File: config.mk
export PLATFORM = sky130hd
export DESIGN_NAME = chain_merge_engine
export DESIGN_NICKNAME = d
export VERILOG_FILES = /design/src/rtl/cme_pkg.sv /design/src/rtl/cme_buf_pool.sv /design/src/rtl/cme_chain_accum.sv /design/src/rtl/chain_merge_engine.sv
export SDC_FILE = /design/constraint.sdc
export NUM_CORES = 1
export LEC_CHECK = 0
export ABC_CLOCK_PERIOD_IN_PS = 19800
export BUFFER_PORTS_ARGS = -buffer_cell sky130_fd_sc_hd__buf_2
export CORE_MARGIN = 3
export CORE_UTILIZATION = 45
export CTS_CLUSTER_SIZE = 10
export DETAILED_ROUTE_END_ITERATION = 12
export HOLD_SLACK_MARGIN = 0.03
export MAX_ROUTING_LAYER = met4
export PLACE_DENSITY_LB_ADDON = 0.08
export SYNTH_ARGS = -nofsm -noshare
export SYNTH_HDL_FRONTEND = slang
export SYNTH_SLANG_ARGS = --single-unit
File: constraint.sdc
create_clock -name clk -period 19.8 [get_ports clk]
set_input_delay 2.97 -clock clk [delete_from_list [all_inputs] [get_ports clk]]
set_output_delay 2.97 -clock clk [all_outputs]
set_load 0.03 [all_outputs]
File: src/rtl/cme_pkg.sv
package cme_pkg;
  // Flag word field positions; the engine decodes these.
  parameter int unsigned GATHER_POS = 0;
  parameter int unsigned SWAP_POS   = 1;
  parameter int unsigned TID_LSB    = 4;
endpackage

File: src/rtl/cme_buf_pool.sv
module cme_buf_pool #(
  parameter int unsigned ADDR_W = 32,
  parameter int unsigned DEPTH  = 4
) (
  input  logic              clk,
  input  logic              rst_n,
  input  logic              push,
  input  logic [ADDR_W-1:0] push_addr,
  input  logic              pop,
  output logic [ADDR_W-1:0] head_addr,
  output logic              not_empty,
  output logic              full
);
  localparam int unsigned PW = (DEPTH > 1) ? $clog2(DEPTH) : 1;
  localparam int unsigned CW = $clog2(DEPTH + 1);

  logic [PW-1:0] wr_q, wr_d, rd_q, rd_d;
  logic [CW-1:0] cnt_q, cnt_d;
  logic [ADDR_W-1:0] slot_q [DEPTH];

  function automatic logic [PW-1:0] bump(input logic [PW-1:0] p);
    return (p == PW'(DEPTH - 1)) ? '0 : p + 1'b1;
  endfunction

  always_comb begin
    wr_d  = push ? bump(wr_q) : wr_q;
    rd_d  = pop  ? bump(rd_q) : rd_q;
    cnt_d = cnt_q;
    if (push && !pop) cnt_d = cnt_q + 1'b1;
    else if (pop && !push) cnt_d = cnt_q - 1'b1;
  end

  always_ff @(posedge clk or negedge rst_n) begin
    if (!rst_n) begin
      wr_q  <= '0;
      rd_q  <= '0;
      cnt_q <= '0;
    end else begin
      wr_q  <= wr_d;
      rd_q  <= rd_d;
      cnt_q <= cnt_d;
    end
  end

  for (genvar g = 0; g < DEPTH; g++) begin : g_slot
    logic wen;
    assign wen = push && (wr_q == PW'(g));
    always_ff @(posedge clk or negedge rst_n) begin
      if (!rst_n)   slot_q[g] <= '0;
      else if (wen) slot_q[g] <= push_addr;
    end
  end

  assign head_addr = slot_q[rd_q];
  assign not_empty = (cnt_q != '0);
  assign full      = (cnt_q == CW'(DEPTH));

  assert_no_push_full_R10: assert property (@(posedge clk) disable iff (!rst_n)
    full |-> !push);
  assert_no_pop_empty_R9: assert property (@(posedge clk) disable iff (!rst_n)
    pop |-> not_empty);
endmodule

File: src/rtl/cme_chain_accum.sv
module cme_chain_accum #(
  parameter int unsigned LEN_W = 16
) (
  input  logic             clk,
  input  logic             rst_n,
  input  logic             take,
  input  logic             last,
  input  logic [LEN_W-1:0] len,
  input  logic [LEN_W-1:0] max_len,
  output logic [LEN_W-1:0] sum_next,
  output logic             ovf_next,
  output logic             big_next
);
  logic [LEN_W-1:0] acc_q, acc_d;
  logic             ovf_q, ovf_d, big_q, big_d;
  logic [LEN_W:0]   wide;

  always_comb begin
    wide     = {1'b0, acc_q} + {1'b0, len};
    sum_next = wide[LEN_W] ? '1 : wide[LEN_W-1:0];
    ovf_next = ovf_q | wide[LEN_W];
    big_next = big_q | (len > max_len);
    acc_d = acc_q;
    ovf_d = ovf_q;
    big_d = big_q;
    if (take) begin
      acc_d = last ? '0   : sum_next;
      ovf_d = last ? 1'b0 : ovf_next;
      big_d = last ? 1'b0 : big_next;
    end
  end

  always_ff @(posedge clk or negedge rst_n) begin
    if (!rst_n) begin
      acc_q <= '0;
      ovf_q <= 1'b0;
      big_q <= 1'b0;
    end else begin
      acc_q <= acc_d;
      ovf_q <= ovf_d;
      big_q <= big_d;
    end
  end

  assert_sat_hold_R7: assert property (@(posedge clk) disable iff (!rst_n)
    ovf_q |-> (acc_q == '1));
  assert_stall_keeps_sum_R9: assert property (@(posedge clk) disable iff (!rst_n)
    !take |=> $stable(acc_q));
endmodule

File: src/rtl/chain_merge_engine.sv
module chain_merge_engine #(
  parameter int unsigned ADDR_W     = 32,
  parameter int unsigned LEN_W      = 16,
  parameter int unsigned FLG_W      = 16,
  parameter int unsigned DBUF_DEPTH = 4,
  localparam int unsigned TID_W     = FLG_W - cme_pkg::TID_LSB
) (
  input  logic              clk,
  input  logic              rst_n,
  input  logic [LEN_W-1:0]  cfg_max_len,
  input  logic              src_valid,
  output logic              src_ready,
  input  logic [ADDR_W-1:0] src_addr,
  input  logic [LEN_W-1:0]  src_len,
  input  logic [FLG_W-1:0]  src_flags,
  input  logic              dbuf_valid,
  output logic              dbuf_ready,
  input  logic [ADDR_W-1:0] dbuf_addr,
  output logic              cmp_valid,
  output logic [ADDR_W-1:0] cmp_addr,
  output logic [LEN_W-1:0]  cmp_len,
  output logic [TID_W-1:0]  cmp_tid,
  output logic              cmp_swap,
  output logic              cmp_ovf,
  output logic              cmp_oversize
);
  import cme_pkg::*;

  // Reset: asserted asynchronously, released through two flops.
  logic [1:0] rst_pipe;
  logic       rst_i_n;
  always_ff @(posedge clk or negedge rst_n) begin
    if (!rst_n) rst_pipe <= 2'b00;
    else        rst_pipe <= {rst_pipe[0], 1'b1};
  end
  assign rst_i_n = rst_pipe[1];

  logic              buf_avail, buf_full, dbuf_take, take, is_last, publish;
  logic [ADDR_W-1:0] head_addr;
  logic [LEN_W-1:0]  sum_next;
  logic              ovf_next, big_next;
  logic              src_addr_unused;

  assign src_addr_unused = ^src_addr; // address only names data, which is not moved
  assign src_ready = buf_avail;
  assign dbuf_ready = !buf_full;
  assign dbuf_take = dbuf_valid && dbuf_ready;
  assign take      = src_valid && src_ready;
  assign is_last   = !src_flags[GATHER_POS];
  assign publish   = take && is_last && (sum_next != '0);

  cme_buf_pool #(.ADDR_W(ADDR_W), .DEPTH(DBUF_DEPTH)) u_pool (
    .clk       (clk),
    .rst_n     (rst_i_n),
    .push      (dbuf_take),
    .push_addr (dbuf_addr),
    .pop       (publish),
    .head_addr (head_addr),
    .not_empty (buf_avail),
    .full      (buf_full)
  );

  cme_chain_accum #(.LEN_W(LEN_W)) u_acc (
    .clk      (clk),
    .rst_n    (rst_i_n),
    .take     (take),
    .last     (is_last),
    .len      (src_len),
    .max_len  (cfg_max_len),
    .sum_next (sum_next),
    .ovf_next (ovf_next),
    .big_next (big_next)
  );

  // Completion record: next-state and register processes.
  logic              v_d;
  logic [ADDR_W-1:0] a_d;
  logic [LEN_W-1:0]  l_d;
  logic [TID_W-1:0]  t_d;
  logic              s_d, o_d, b_d;

  always_comb begin
    v_d = publish;
    a_d = '0;
    l_d = '0;
    t_d = '0;
    s_d = 1'b0;
    o_d = 1'b0;
    b_d = 1'b0;
    if (publish) begin
      a_d = head_addr;
      l_d = sum_next;
      t_d = src_flags[FLG_W-1:TID_LSB];
      s_d = src_flags[SWAP_POS];
      o_d = ovf_next;
      b_d = big_next;
    end
  end

  always_ff @(posedge clk or negedge rst_i_n) begin
    if (!rst_i_n) begin
      cmp_valid    <= 1'b0;
      cmp_addr     <= '0;
      cmp_len      <= '0;
      cmp_tid      <= '0;
      cmp_swap     <= 1'b0;
      cmp_ovf      <= 1'b0;
      cmp_oversize <= 1'b0;
    end else begin
      cmp_valid    <= v_d;
      cmp_addr     <= a_d;
      cmp_len      <= l_d;
      cmp_tid      <= t_d;
      cmp_swap     <= s_d;
      cmp_ovf      <= o_d;
      cmp_oversize <= b_d;
    end
  end

  assert_len_nonzero_R5: assert property (@(posedge clk) disable iff (!rst_i_n)
    cmp_valid |-> (cmp_len != '0));
  assert_len_idle_zero_R5: assert property (@(posedge clk) disable iff (!rst_i_n)
    !cmp_valid |-> (cmp_len == '0));
  assert_stall_no_done_R9: assert property (@(posedge clk) disable iff (!rst_i_n)
    (src_valid && !src_ready) |=> !cmp_valid);
  assert_gather_quiet_R3: assert property (@(posedge clk) disable iff (!rst_i_n)
    (src_valid && src_flags[GATHER_POS]) |=> !cmp_valid);
endmodule

==> results list, run 1 <==
- The run finished with clean final reports.
- Quantity of hold-fixing buffers added after cts: 0
* Area used by multi-input combinational logic: 4340 µm²
- Min Tclk post-route: 6.21 ns
* Most common cell in the synthesized netlist: sky130_fd_sc_hd__dfrtp_1
* Period Utilization, post-route: 31.3%
* CTS H-tree lvls: 1
* GRT Overall Usage: 20.0%
- Routed WL per cell: 19.3 µm
- Core box area: 21,900 µm²
* Clock Root Buffer: sky130_fd_sc_hd__clkbuf_16
* Footprint of the flip-flops and latches: 5490 µm²
* Worst path required time: 20.24 ns
* Detail Placement HPWL: 15.5 mm
- Number of rows in the core area: 54
- Warnings, synthesis: 0
- Starting DRT DRC Count: 270
- Final sum of negative setup slack: 0 ns
- Post-CTS timing repair inserted 0 buffers for setup.
* Compound-Gate Fraction of Synth Area: 6.03%
- Maximum number of pins on one net before global-route repair: 86
- Avg Vias per Cell: 5.46
- Final WL: 23.2 mm
- Vias in the first global route: 7,172
* Endpoints failing hold: 0
- Setup-violating endpoint count in the final report: 0
- Mux share of post-synthesis cell area: 22.0%
* Proportion of netlist area held by the largest area contributor: 54.4%
* Maximum capacitance violations: 0
- Sort of element at the start of the critical path: input port
- The initial antenna violation count is 1.
* Dominant synthesized flop cell: sky130_fd_sc_hd__dfrtp_1
- The clock drives 219 sinks.
* Maximum resistive drop on vdd: 0.000103 V
- Of the total synthesized cell area, the portion taken by XOR and XNOR cells is 0.783%.
- For this run the aggregate overflow at the end of global routing stands at 0.
* Post-layout worst setup margin: 13.59 ns
* Pwr/cell area: 164 nW/µm²
* Ranking of synthesized cells by area: sky130_fd_sc_hd__dfrtp_1, sky130_fd_sc_hd__mux2_2, sky130_fd_sc_hd__mux4_2
- Maximum frequency from static timing analysis: 161 MHz
- Total vias in the final route: 6,554
* Number of port buffers: 147
- At the placement stage, the worst setup path has a slack of 13.13 ns.
* First-pass GRT wire length: 37.9 mm
* #FFs+latches synth: 219
- Cells with a size suffix above 1 make up 39.5% of the layout.
- CP Class: in2reg
- Setup Skew: 0.0177 ns
* Final routed DRC violation total: 0
- Setup repair after global routing left no endpoint under its margin.
* Layout area overhead: 16.9%
- Hold is met by 0.345 ns.
* Worst-Skew Late Latency: 0.52 ns
- The total count of max-transition violations in the final report came to 0.
- Ranked by instance count, the synthesized netlist is headed by sky130_fd_sc_hd__dfrtp_1, sky130_fd_sc_hd__mux2_2, sky130_fd_sc_hd__and2_1, sky130_fd_sc_hd__nor2_1, sky130_fd_sc_hd__nand2_1.
- For this run, the post-layout net count is 1,069.
- Summed over all instances, the cell type with the most area after synthesis is sky130_fd_sc_hd__dfrtp_1.
- Worst hold path class: reg2reg
- Pre-Repair DR Iteration Count: 4
- Sequential share of the synthesized area: 54.4%
- Post-Syn Area per Cell: 13.1 µm²
- In this run the deepest clock path goes through 3 buffers.
* Post-synthesis share of cell area spent on full adders, half adders and majority gates: 5.12%
- Unique cell type count in the Yosys netlist: 58
* Gate count of the mapped netlist: 771
- In this run the count of I/O pins placed on the die edge is 182.
- Clock-pin slew was measured on the worst setup and hold paths at 0.05 ns.
* TritonCTS clock tree: done
- The synthesized netlist occupies a cell area of 10,100 µm².
- Post-CTS Resized: 0
* Slew headroom: 28.8%
- After synthesis, the share of flip-flops with an asynchronous set or reset is 100%.
* Synthesized netlist net count: 927
* Routed Antenna Nets: 0
* Combinational family with the most area after synthesis: multiplexers
* Worst Tran Pin Value: 1.07 ns
- In this run the worst path has a maximum fanout of 11.
- Chip Height: 156 µm
* Number of flops mapped to enable cells by yosys: 0
* Final weighted congestion in routability-driven placement: 0.847
* CTS buffer count: 26
- The die covers 24,200 µm².
- Leakage: 5.62 nW
* Simple-gate share of the synthesized area: 9.05%
* Kind of end point of the critical path: flip-flop
* Width of the die: 156 µm
- For this configuration, the core starts out at a cell density of 46.0%.
- FILL cells: 1,913
* Critical Path AT: 6.64 ns
[sequential cells by signal, summed over array words and instances (netlist names)]
| signal | flops |
|---|---|
| u_pool.wr_q | 2 |
| rst_pipe | 2 |
| cmp_len | 16 |
| u_acc.acc_q | 16 |
| cmp_ovf | 1 |
| cmp_addr | 32 |
| u_pool.slot_q | 128 |
| cmp_tid | 12 |
| u_acc.ovf_q | 1 |
| u_acc.big_q | 1 |
| cmp_swap | 1 |
| cmp_oversize | 1 |
| cmp_valid | 1 |
| u_pool.rd_q | 2 |
| u_pool.cnt_q | 3 |
[report_power, final]
group	internal [W]	total (W)	switching (W)
Combinational	0.000381	0.000754	0.000373
Clock	0.000246	0.000416	0.000170
Sequential	0.000637	0.000757	0.000119
Total	0.00126	0.00193	0.000662
[layer usage]
layer	global-route usage [%]	up-vias	share of wire, %
met5	-	-	0
met4	3.88	0	1.6
met3	3.36	34	4.8
met2	33.6	145	49
met1	26.1	3357	44
li1	-	3018	-
[cell type report]
class                   count  area share [%]
diodes                      1          0.0213
clock buffers              33            6.00
clock inverters             2           0.181
inverters                  27           0.861
multi-input cells         488            36.9
flip-flops and latches    219            46.6
well taps                 280            2.98
repair buffers            151            6.50
[critical path, cell delays in order]
cell and delay (ns):
sky130_fd_sc_hd__buf_2 0.11, sky130_fd_sc_hd__ha_1 0.22, sky130_fd_sc_hd__fa_1 0.43, sky130_fd_sc_hd__a21o_1 0.22
sky130_fd_sc_hd__a211oi_1 0.25, sky130_fd_sc_hd__nor2_1 0.09, sky130_fd_sc_hd__nor3_1 0.29, sky130_fd_sc_hd__nor4b_1 0.40
sky130_fd_sc_hd__nand4_1 0.16, sky130_fd_sc_hd__o21ai_2 0.18, sky130_fd_sc_hd__buf_4 0.22, sky130_fd_sc_hd__ha_1 0.23
sky130_fd_sc_hd__inv_1 0.06, sky130_fd_sc_hd__fa_1 0.38, sky130_fd_sc_hd__xor2_1 0.17, sky130_fd_sc_hd__nor2_1 0.11
sky130_fd_sc_hd__xor2_1 0.15
[per-stage QoR]
| step | area [µm²] | total power, W | util [%] | cells |
|---|---|---|---|---|
| final | 11800 | 0.00193 | 53.8 | 1201 |
| after detailed placement | 11000 | 0.00153 | 50.4 | 1165 |
| after global placement | 11000 | 0.00148 | 50.4 | 1165 |
| after floorplan | 10100 | 0.00132 | - | 771 |
| after CTS | 11800 | 0.00195 | 53.8 | 1200 |
| after global routing | 11800 | 0.00206 | 53.8 | 1201 |
[path summary, 6_finish.rpt]
check                      slack, ns           start                 end  depth (start not counted)
max in group asynchronous      16.92     rst_pipe[1]  u_pool.slot_q[124]                          2
min                             0.35     rst_pipe[0]         rst_pipe[1]                          0
min reg2reg                     0.35     rst_pipe[0]         rst_pipe[1]                          0
max                            13.59      src_len[0]     u_pool.cnt_q[2]                         17
min in group asynchronous       0.38     rst_pipe[1]           cmp_valid                          0
max reg2reg                    15.79  u_acc.acc_q[0]     u_pool.cnt_q[2]                         16
[cell families (layout without fill, tap and decap cells)]
group / after synthesis / after routing
AOI/OAI and AO/OA: 96 / 96
xor gates and xnor gates: 9 / 9
adders and majority gates: 40 / 40
buffers and inverters: 64 / 213
DFF: 219 / 219
muxes: 164 / 164
other: 1 / 2
and+or+nand+nor: 178 / 178
[cells in the final DEF, fill, tap and decap left out, types with 3 or more instances in the layout]
master                      synthesis  routed
sky130_fd_sc_hd__dfrtp_1          219     216
sky130_fd_sc_hd__buf_2              7     147
sky130_fd_sc_hd__mux2_2           129     129
sky130_fd_sc_hd__and2_1            50      50
sky130_fd_sc_hd__nor2_1            47      47
sky130_fd_sc_hd__ha_1              38      38
sky130_fd_sc_hd__nand2_1           40      36
sky130_fd_sc_hd__mux4_2            32      32
sky130_fd_sc_hd__inv_1             26      26
sky130_fd_sc_hd__o21ai_0           26      26
sky130_fd_sc_hd__clkbuf_16          0      26
sky130_fd_sc_hd__a21oi_1           24      24
sky130_fd_sc_hd__a21o_1            10      10
sky130_fd_sc_hd__nand4_1            9       9
sky130_fd_sc_hd__nor3_1             7       7
sky130_fd_sc_hd__o21ai_1            6       6
sky130_fd_sc_hd__xnor2_1            5       5
sky130_fd_sc_hd__nand3_1            5       5
sky130_fd_sc_hd__a211oi_1           4       4
sky130_fd_sc_hd__xor2_1             4       4
sky130_fd_sc_hd__nand2_2            0       4
sky130_fd_sc_hd__clkbuf_1          14       4
sky130_fd_sc_hd__buf_4              0       4
sky130_fd_sc_hd__a31oi_1            3       3
sky130_fd_sc_hd__or3_1              3       3
sky130_fd_sc_hd__clkbuf_8           0       3
(Power assumes the default switching activity.)
==> run 2, diff against run 1 <==
ABC_CLOCK_PERIOD_IN_PS = 5600   (was 19800)
clock period = 5.6 ns   (was 19.8 ns; I/O delays follow)
==> results list, run 2 (same netlist as run 1, synthesis figures left out) <==
- Status: complete, no violations
* Number of post-CTS setup repair buffers: 0
* Worst Tran Pin Value: 1.03 ns
- Setup violations remaining at the end of the flow were counted as 0.
* Width of the die: 156 µm
- Crit path cell chain: buf_2, ha_1, fa_1, a211oi_1, o21ai_1, a21oi_1, xnor2_1, a211oi_1, nand4_1, o21ai_2, ha_1, inv_1, fa_1, xor2_1, nor2_1, xor2_1
- Total vias in the final route: 6,503
- Setup repair after global routing left no endpoint under its margin.
- The final number of hold-violating endpoints is 0.
- The clock period could shrink to 3.91 ns.
- The worst setup path is of the in2reg kind.
- Final std cells w/o fill: 1,204
* Largest register FFs: 128
* Post-CTS Resized: 0
- Summed over all layers, the global routing overflow is 0.
* Most common library cell in the layout ignoring fill and taps: sky130_fd_sc_hd__dfrtp_1
- In this run the vertical extent of the chip is 156 µm.
- Dividing the detail-routed via count by the number of cells gives 5.40.
- Maximum frequency from static timing analysis: 256 MHz
* Worst-Skew Late Latency: 0.52 ns
* Maximum capacitance violations: 0
* Routed Antenna Nets: 0
- Clock-pin slew on the worst setup and hold paths: 0.05 ns
* Slew headroom: 30.9%
- TritonCTS clock tree: done
* Worst hold path class: in2async
- The largest registers in the layout are u_pool.slot_q: 128 flops, cmp_addr: 32 flops.
* CTS buffer count: 26
- Pre-Repair DR Iteration Count: 4
- Total die area: 24,200 µm²
- In the final layout, the share of cells above drive strength 1 is 39.4%.
* Post-DP Area: 11,100 µm²
* IO Count: 182
- Nets: 1,070
- In the final routed layout, each cell accounts on average for 19.1 µm.
* Quantity of hold-fixing buffers added after cts: 0
- Sort of element at the start of the critical path: input port
- The register with the most flip-flops in the final layout is u_pool.slot_q.
- Maximum clock insertion buffer count: 3
* Critical-path cell with the highest stage delay: sky130_fd_sc_hd__fa_1
- The largest single stage delay on the critical path is 0.43 ns.
- Worst path top cell family by delay: compound AO/OA/AOI/OAI gates
* Final sum of negative setup slack: 0 ns
- In this run the worst path has a maximum fanout of 4.
* Setup Skew: 0.0116 ns
- Maximum resistive drop on vdd: 0.000262 V
- Buffers placed on the I/O ports in this run total 147.
- Fin area: 11,800 µm²
* Period Utilization, post-route: 69.9%
- The first global-routing pass estimated 37.1 mm of wire.
- The endpoint identified for the worst register-to-register timing path is u_pool.cnt_q[2].
- The total area inside the core boundary comes to 21,900 µm².
- FF-to-FF setup slack: 1.75 ns
- The first routing iteration left 291 violations.
- Once placement completed, the tool counted placed cells totaling 1,166.
* Commonest non-fill, non-tap cells in the layout: sky130_fd_sc_hd__dfrtp_1, sky130_fd_sc_hd__buf_2, sky130_fd_sc_hd__mux2_2
- The via count of the first global-routing pass was 6,996.
* Number of max-slew violations in the final report: 0
* Worst path required time: 6.04 ns
- In this run the critical register-to-register path is launched from u_acc.acc_q[0].
* WP buf/inv: 2
- Pwr/cell area: 577 nW/µm²
- Wires add up to 23.0 mm.
* Clock Root Buffer: sky130_fd_sc_hd__clkbuf_16
- The clock net in this run drives a total of 219 sinks.
* Cell depth of the worst flop-to-flop path: 15
- Maximum number of pins on one net before global-route repair: 157
- FILL cells: 1,905
- Final weighted congestion in routability-driven placement: 0.846
- The area growth from synthesis to layout is 17.2%.
- The initial antenna violation count was 3.
- Critical Path AT: 4.35 ns
* Detail Placement HPWL: 15.4 mm
- In the global route stage, overall resource usage came out at 19.8%.
- After detailed routing, the number of remaining DRC violations is 0.
* Kind of end point of the critical path: flip-flop
* CTS H-tree lvls: 1
* Leakage: 5.62 nW
- Number of rows in the core area: 54
- For this configuration, the core starts out at a cell density of 46.0%.
## run 2: changes by cell type in the layout (fill, tap and decap cells not counted), sizes merged
| cell | before | now |
|---|---|---|
| clkinv | 2 | 1 |
| clkbuf | 33 | 35 |
| diode | 1 | 2 |
| buf | 151 | 152 |
## run 2: area by class of cell
cell class,instances,area (µm²),share of cell area [%]
diodes,2,5.00,0.0424
clock buffers,35,714,6.06
clock inverters,1,16.3,0.138
inverters,27,101,0.859
multi-input cells,488,4340,36.8
flip-flops and latches,219,5490,46.5
well taps,280,350,2.97
repair buffers,152,786,6.66
## run 2: routing by layer
metal  wire [µm]  track usage (%)  vias to the layer above
met4         376             4.09                        0
met1        9980             25.6                     3305
li1            -                -                     3025
met5           0                -                        -
met2       11500             33.4                      138
met3        1140             3.00                       35
## run 2: report_power, final
part / total, W / switching (W) / internal (W)
Combinational: 0.00268 / 0.00133 / 0.00135
Sequential: 0.00266 / 0.000410 / 0.00225
Clock: 0.00147 / 0.000596 / 0.000874
## run 2: how the worst max path moves through the flow
stage	start	end	slack, ns	cells after the start
finish	src_len[0]	u_pool.cnt_q[2]	1.69	16
global route	src_len[0]	u_pool.cnt_q[2]	1.41	16
CTS	src_len[0]	u_pool.cnt_q[2]	1.70	16
detailed placement	src_len[0]	u_pool.cnt_q[2]	1.17	16
global placement	src_len[0]	u_pool.cnt_q[2]	1.22	16
floorplan	src_len[0]	u_pool.cnt_q[2]	1.67	16
## run 2: worst reg2reg max path: stages (launching register included)
cell                       delay [ns]
sky130_fd_sc_hd__dfrtp_1         0.38
sky130_fd_sc_hd__ha_1            0.21
sky130_fd_sc_hd__fa_1            0.43
sky130_fd_sc_hd__a211oi_1        0.33
sky130_fd_sc_hd__o21ai_1         0.18
sky130_fd_sc_hd__a21oi_1         0.22
sky130_fd_sc_hd__xnor2_1         0.14
sky130_fd_sc_hd__a211oi_1        0.34
sky130_fd_sc_hd__nand4_1         0.15
sky130_fd_sc_hd__o21ai_2         0.27
sky130_fd_sc_hd__ha_1            0.25
sky130_fd_sc_hd__inv_1           0.06
sky130_fd_sc_hd__fa_1            0.38
sky130_fd_sc_hd__xor2_1          0.17
sky130_fd_sc_hd__nor2_1          0.11
sky130_fd_sc_hd__xor2_1          0.16
## run 2: stage by stage
stage	hold slack [ns]	worst slack [ns]	util, %	total power (W)
2_1_floorplan	0.331	1.67	-	0.00467
3_3_place_gp	0.338	1.22	50.5	0.00526
3_5_place_dp	0.340	1.17	50.5	0.00540
4_1_cts	0.0707	1.70	53.9	0.00691
5_1_grt	0.0789	1.41	53.9	0.00727
6_report	0.0932	1.69	53.9	0.00681
==> run 3, diff against run 2 <==
ABC_CLOCK_PERIOD_IN_PS = 3150   (was 5600)
clock period = 3.15 ns   (was 5.6 ns; I/O delays follow)
==> results list, run 3 (same netlist as run 1, synthesis figures left out) <==
- The flow ran to the end, but the final reports show violations.
- The checks that failed: negative setup slack.
- Buffers inserted during clock tree synthesis total 26.
- The tool flagged a number of max-cap violations equal to 0.
- At the worst endpoint, the required time is 3.55 ns.
* Final routed DRC violation total: 0
- The worst setup path is captured at a flip-flop.
* Setup Skew: 0.00728 ns
- Worst-Skew Late Latency: 0.52 ns
* Utilization after layout: 56.8%
- For this run, the total global-route usage over all layers was measured as 20.3%.
* Total vias in the final route: 6,762
- Setup-violating endpoint count in the final report: 5
- Of all nets on the critical path, the largest fanout is 3.
* Number of port buffers: 147
- After floorplanning, the core was divided into 54 placement rows.
- The HPWL after detailed placement is 16.5 mm.
* Share of layout cells above drive strength 1: 44.8%
- Entering global routing, the biggest net connects 100 pins.
- Measured against its own limit, the worst slew margin works out to 31.3%.
- Placed cell count: 1,231
- The first global-routing pass estimated 38.7 mm of wire.
- Maximum frequency from static timing analysis: 300 MHz
* TritonCTS clock tree: done
* Chip Height: 156 µm
* Number of antenna violations at the first check in global routing: 1
- Avg Vias per Cell: 5.32
* Clock-pin slew on the worst setup and hold paths: 0.05 ns
* Maximum single-stage delay on the critical path: 0.40 ns
* Most utilized layer in the global route result: met2
- Walking the worst path, the cells encountered are ha_4, fa_2, xor2_1, or3_1, nor3_2, nor4b_4, nand4_1, o21ai_2, ha_4, inv_2, fa_2, xor2_1, nor2_1, xor2_1.
- Worst Tran Pin Value: 1.03 ns
- Data on the critical path arrives at its endpoint at 3.73 ns.
- Routability-driven placement finished with a final weighted congestion of 0.879.
* GRT met3 Usage: 3.08%
* Critical-path cell with the highest stage delay: sky130_fd_sc_hd__dfrtp_1
* Endpoints failing hold: 0
* Layout area overhead: 23.5%
- The largest registers in the layout are u_pool.slot_q: 128 flops, cmp_addr: 32 flops.
* CTS H-tree lvls: 1
- Final std cells w/o fill: 1,271
* Min Tclk post-route: 3.33 ns
- Routed Antenna Nets: 0
- With fillers left out, the area of the finished cells amounts to 12,400 µm².
- FILL cells: 1,847
- Pwr/cell area: 1020 nW/µm²
* Met2 usage: 33.7%
- Largest register by flop count: u_pool.slot_q
* Routed WL per cell: 18.7 µm
* Total die area: 24,200 µm²
* Sort of element at the start of the critical path: flip-flop
* CP Class: reg2reg
* Maximum clock insertion buffer count: 3
- GRT met1 Usage: 26.9%
- Total overflow reported by the global router: 0
- Clock Root Buffer: sky130_fd_sc_hd__clkbuf_16
- Library cell appearing most often on the critical path: sky130_fd_sc_hd__xor2_1
* Period Utilization, post-route: 106%
* Maximum resistive drop on vdd: 0.000517 V
* Sinks on the clock net: 219
- Overall power consumption after layout is estimated at 0.0127 W.
- The total count of max-transition violations in the final report is 0.
- The first detailed-routing pass took 4 iterations.
- Leaving out fill and tap cells, the most frequent cell in the layout is sky130_fd_sc_hd__dfrtp_1.
- The register with the most flip-flops in the layout has 128 of them.
* Starting DRT DRC Count: 278
- The min-delay analysis places its worst path in the category in2reg.
- Leakage: 5.98 nW
* Nets: 1,139
- The via count of the first global-routing pass was 7,329.
* Core box area: 21,900 µm²
* Final WL: 23.7 mm
- After layout, the worst setup slack is -0.178 ns.
- Setup repair after global routing could not meet its margin everywhere.
* Commonest non-fill, non-tap cells in the layout: sky130_fd_sc_hd__dfrtp_1, sky130_fd_sc_hd__buf_2, sky130_fd_sc_hd__mux2_2
- Width of the die: 156 µm
- IO Count: 182
- The placed instances occupy a cell area of 11,700 µm².
- Once the floorplan was initialized, standard cells occupied 46.0% of the core.
[run 3: layer usage]
layer,wire length [µm],up-vias
met5,0,-
met3,1160,33
met4,429,0
met1,10600,3420
li1,-,3165
met2,11500,144
[run 3: final cells by class]
type | instances | area, µm² | area share, %
inverters | 27 | 101 | 0.815
multi-input cells | 488 | 4430 | 35.6
well taps | 280 | 350 | 2.82
repair buffers | 221 | 1360 | 10.9
diodes | 1 | 2.50 | 0.0201
clock buffers | 32 | 683 | 5.50
flip-flops and latches | 219 | 5490 | 44.1
clock inverters | 3 | 26.3 | 0.211
[run 3: worst max-delay path, delay by kind of cell, from the launching register on]
| kind | cells | cell delay, ns |
|---|---|---|
| AOI/OAI and AO/OA | 1 | 0.21 |
| DFF | 1 | 0.40 |
| buffers and inverters | 1 | 0.04 |
| and+or+nand+nor | 5 | 1.01 |
| adders and majority gates | 4 | 1.07 |
| xor gates and xnor gates | 3 | 0.48 |
[run 3: repair_timing]
item / 4_1_cts / 5_1_grt
hold buffers: 1 / 0
pin swaps: 4 / 1
setup endpoints to repair: 51 / 51
setup buffers: 2 / 1
hold endpoints to repair: 2 / 0
resized for setup: 3 / 5
[run 3: through the flow]
| stage | setup TNS, ns | hold slack [ns] | worst slack (ns) |
|---|---|---|---|
| 4_1_cts | -0.388 | 0.143 | -0.189 |
| 3_3_place_gp | -9.59 | 0.260 | -0.366 |
| 3_5_place_dp | -13.17 | 0.261 | -0.459 |
| 6_report | -0.344 | 0.161 | -0.178 |
| 2_1_floorplan | -0.220 | 0.177 | -0.118 |
| 5_1_grt | -5.35 | 0.143 | -0.338 |
[run 3: path summary, 6_finish.rpt]
path	from	endpoint	slack (ns)	cells past startpoint
hold / removal	src_flags[6]	cmp_tid[2]	0.16	2
max in group asynchronous	rst_pipe[1]	u_pool.rd_q[1]	1.81	1
setup reg to reg	u_acc.acc_q[0]	u_pool.cnt_q[2]	-0.18	14
min in group asynchronous	rst_n	rst_pipe[1]	0.26	2
setup / recovery	u_acc.acc_q[0]	u_pool.cnt_q[2]	-0.18	14
hold reg to reg	rst_pipe[0]	rst_pipe[1]	0.35	0
[run 3: power by group]
part           internal, W  leakage, nW  total (W)  switching [W]
combinational      0.00283         2.91    0.00535        0.00251
sequential         0.00401         2.72    0.00478       0.000777
clock              0.00150        0.348    0.00256        0.00106
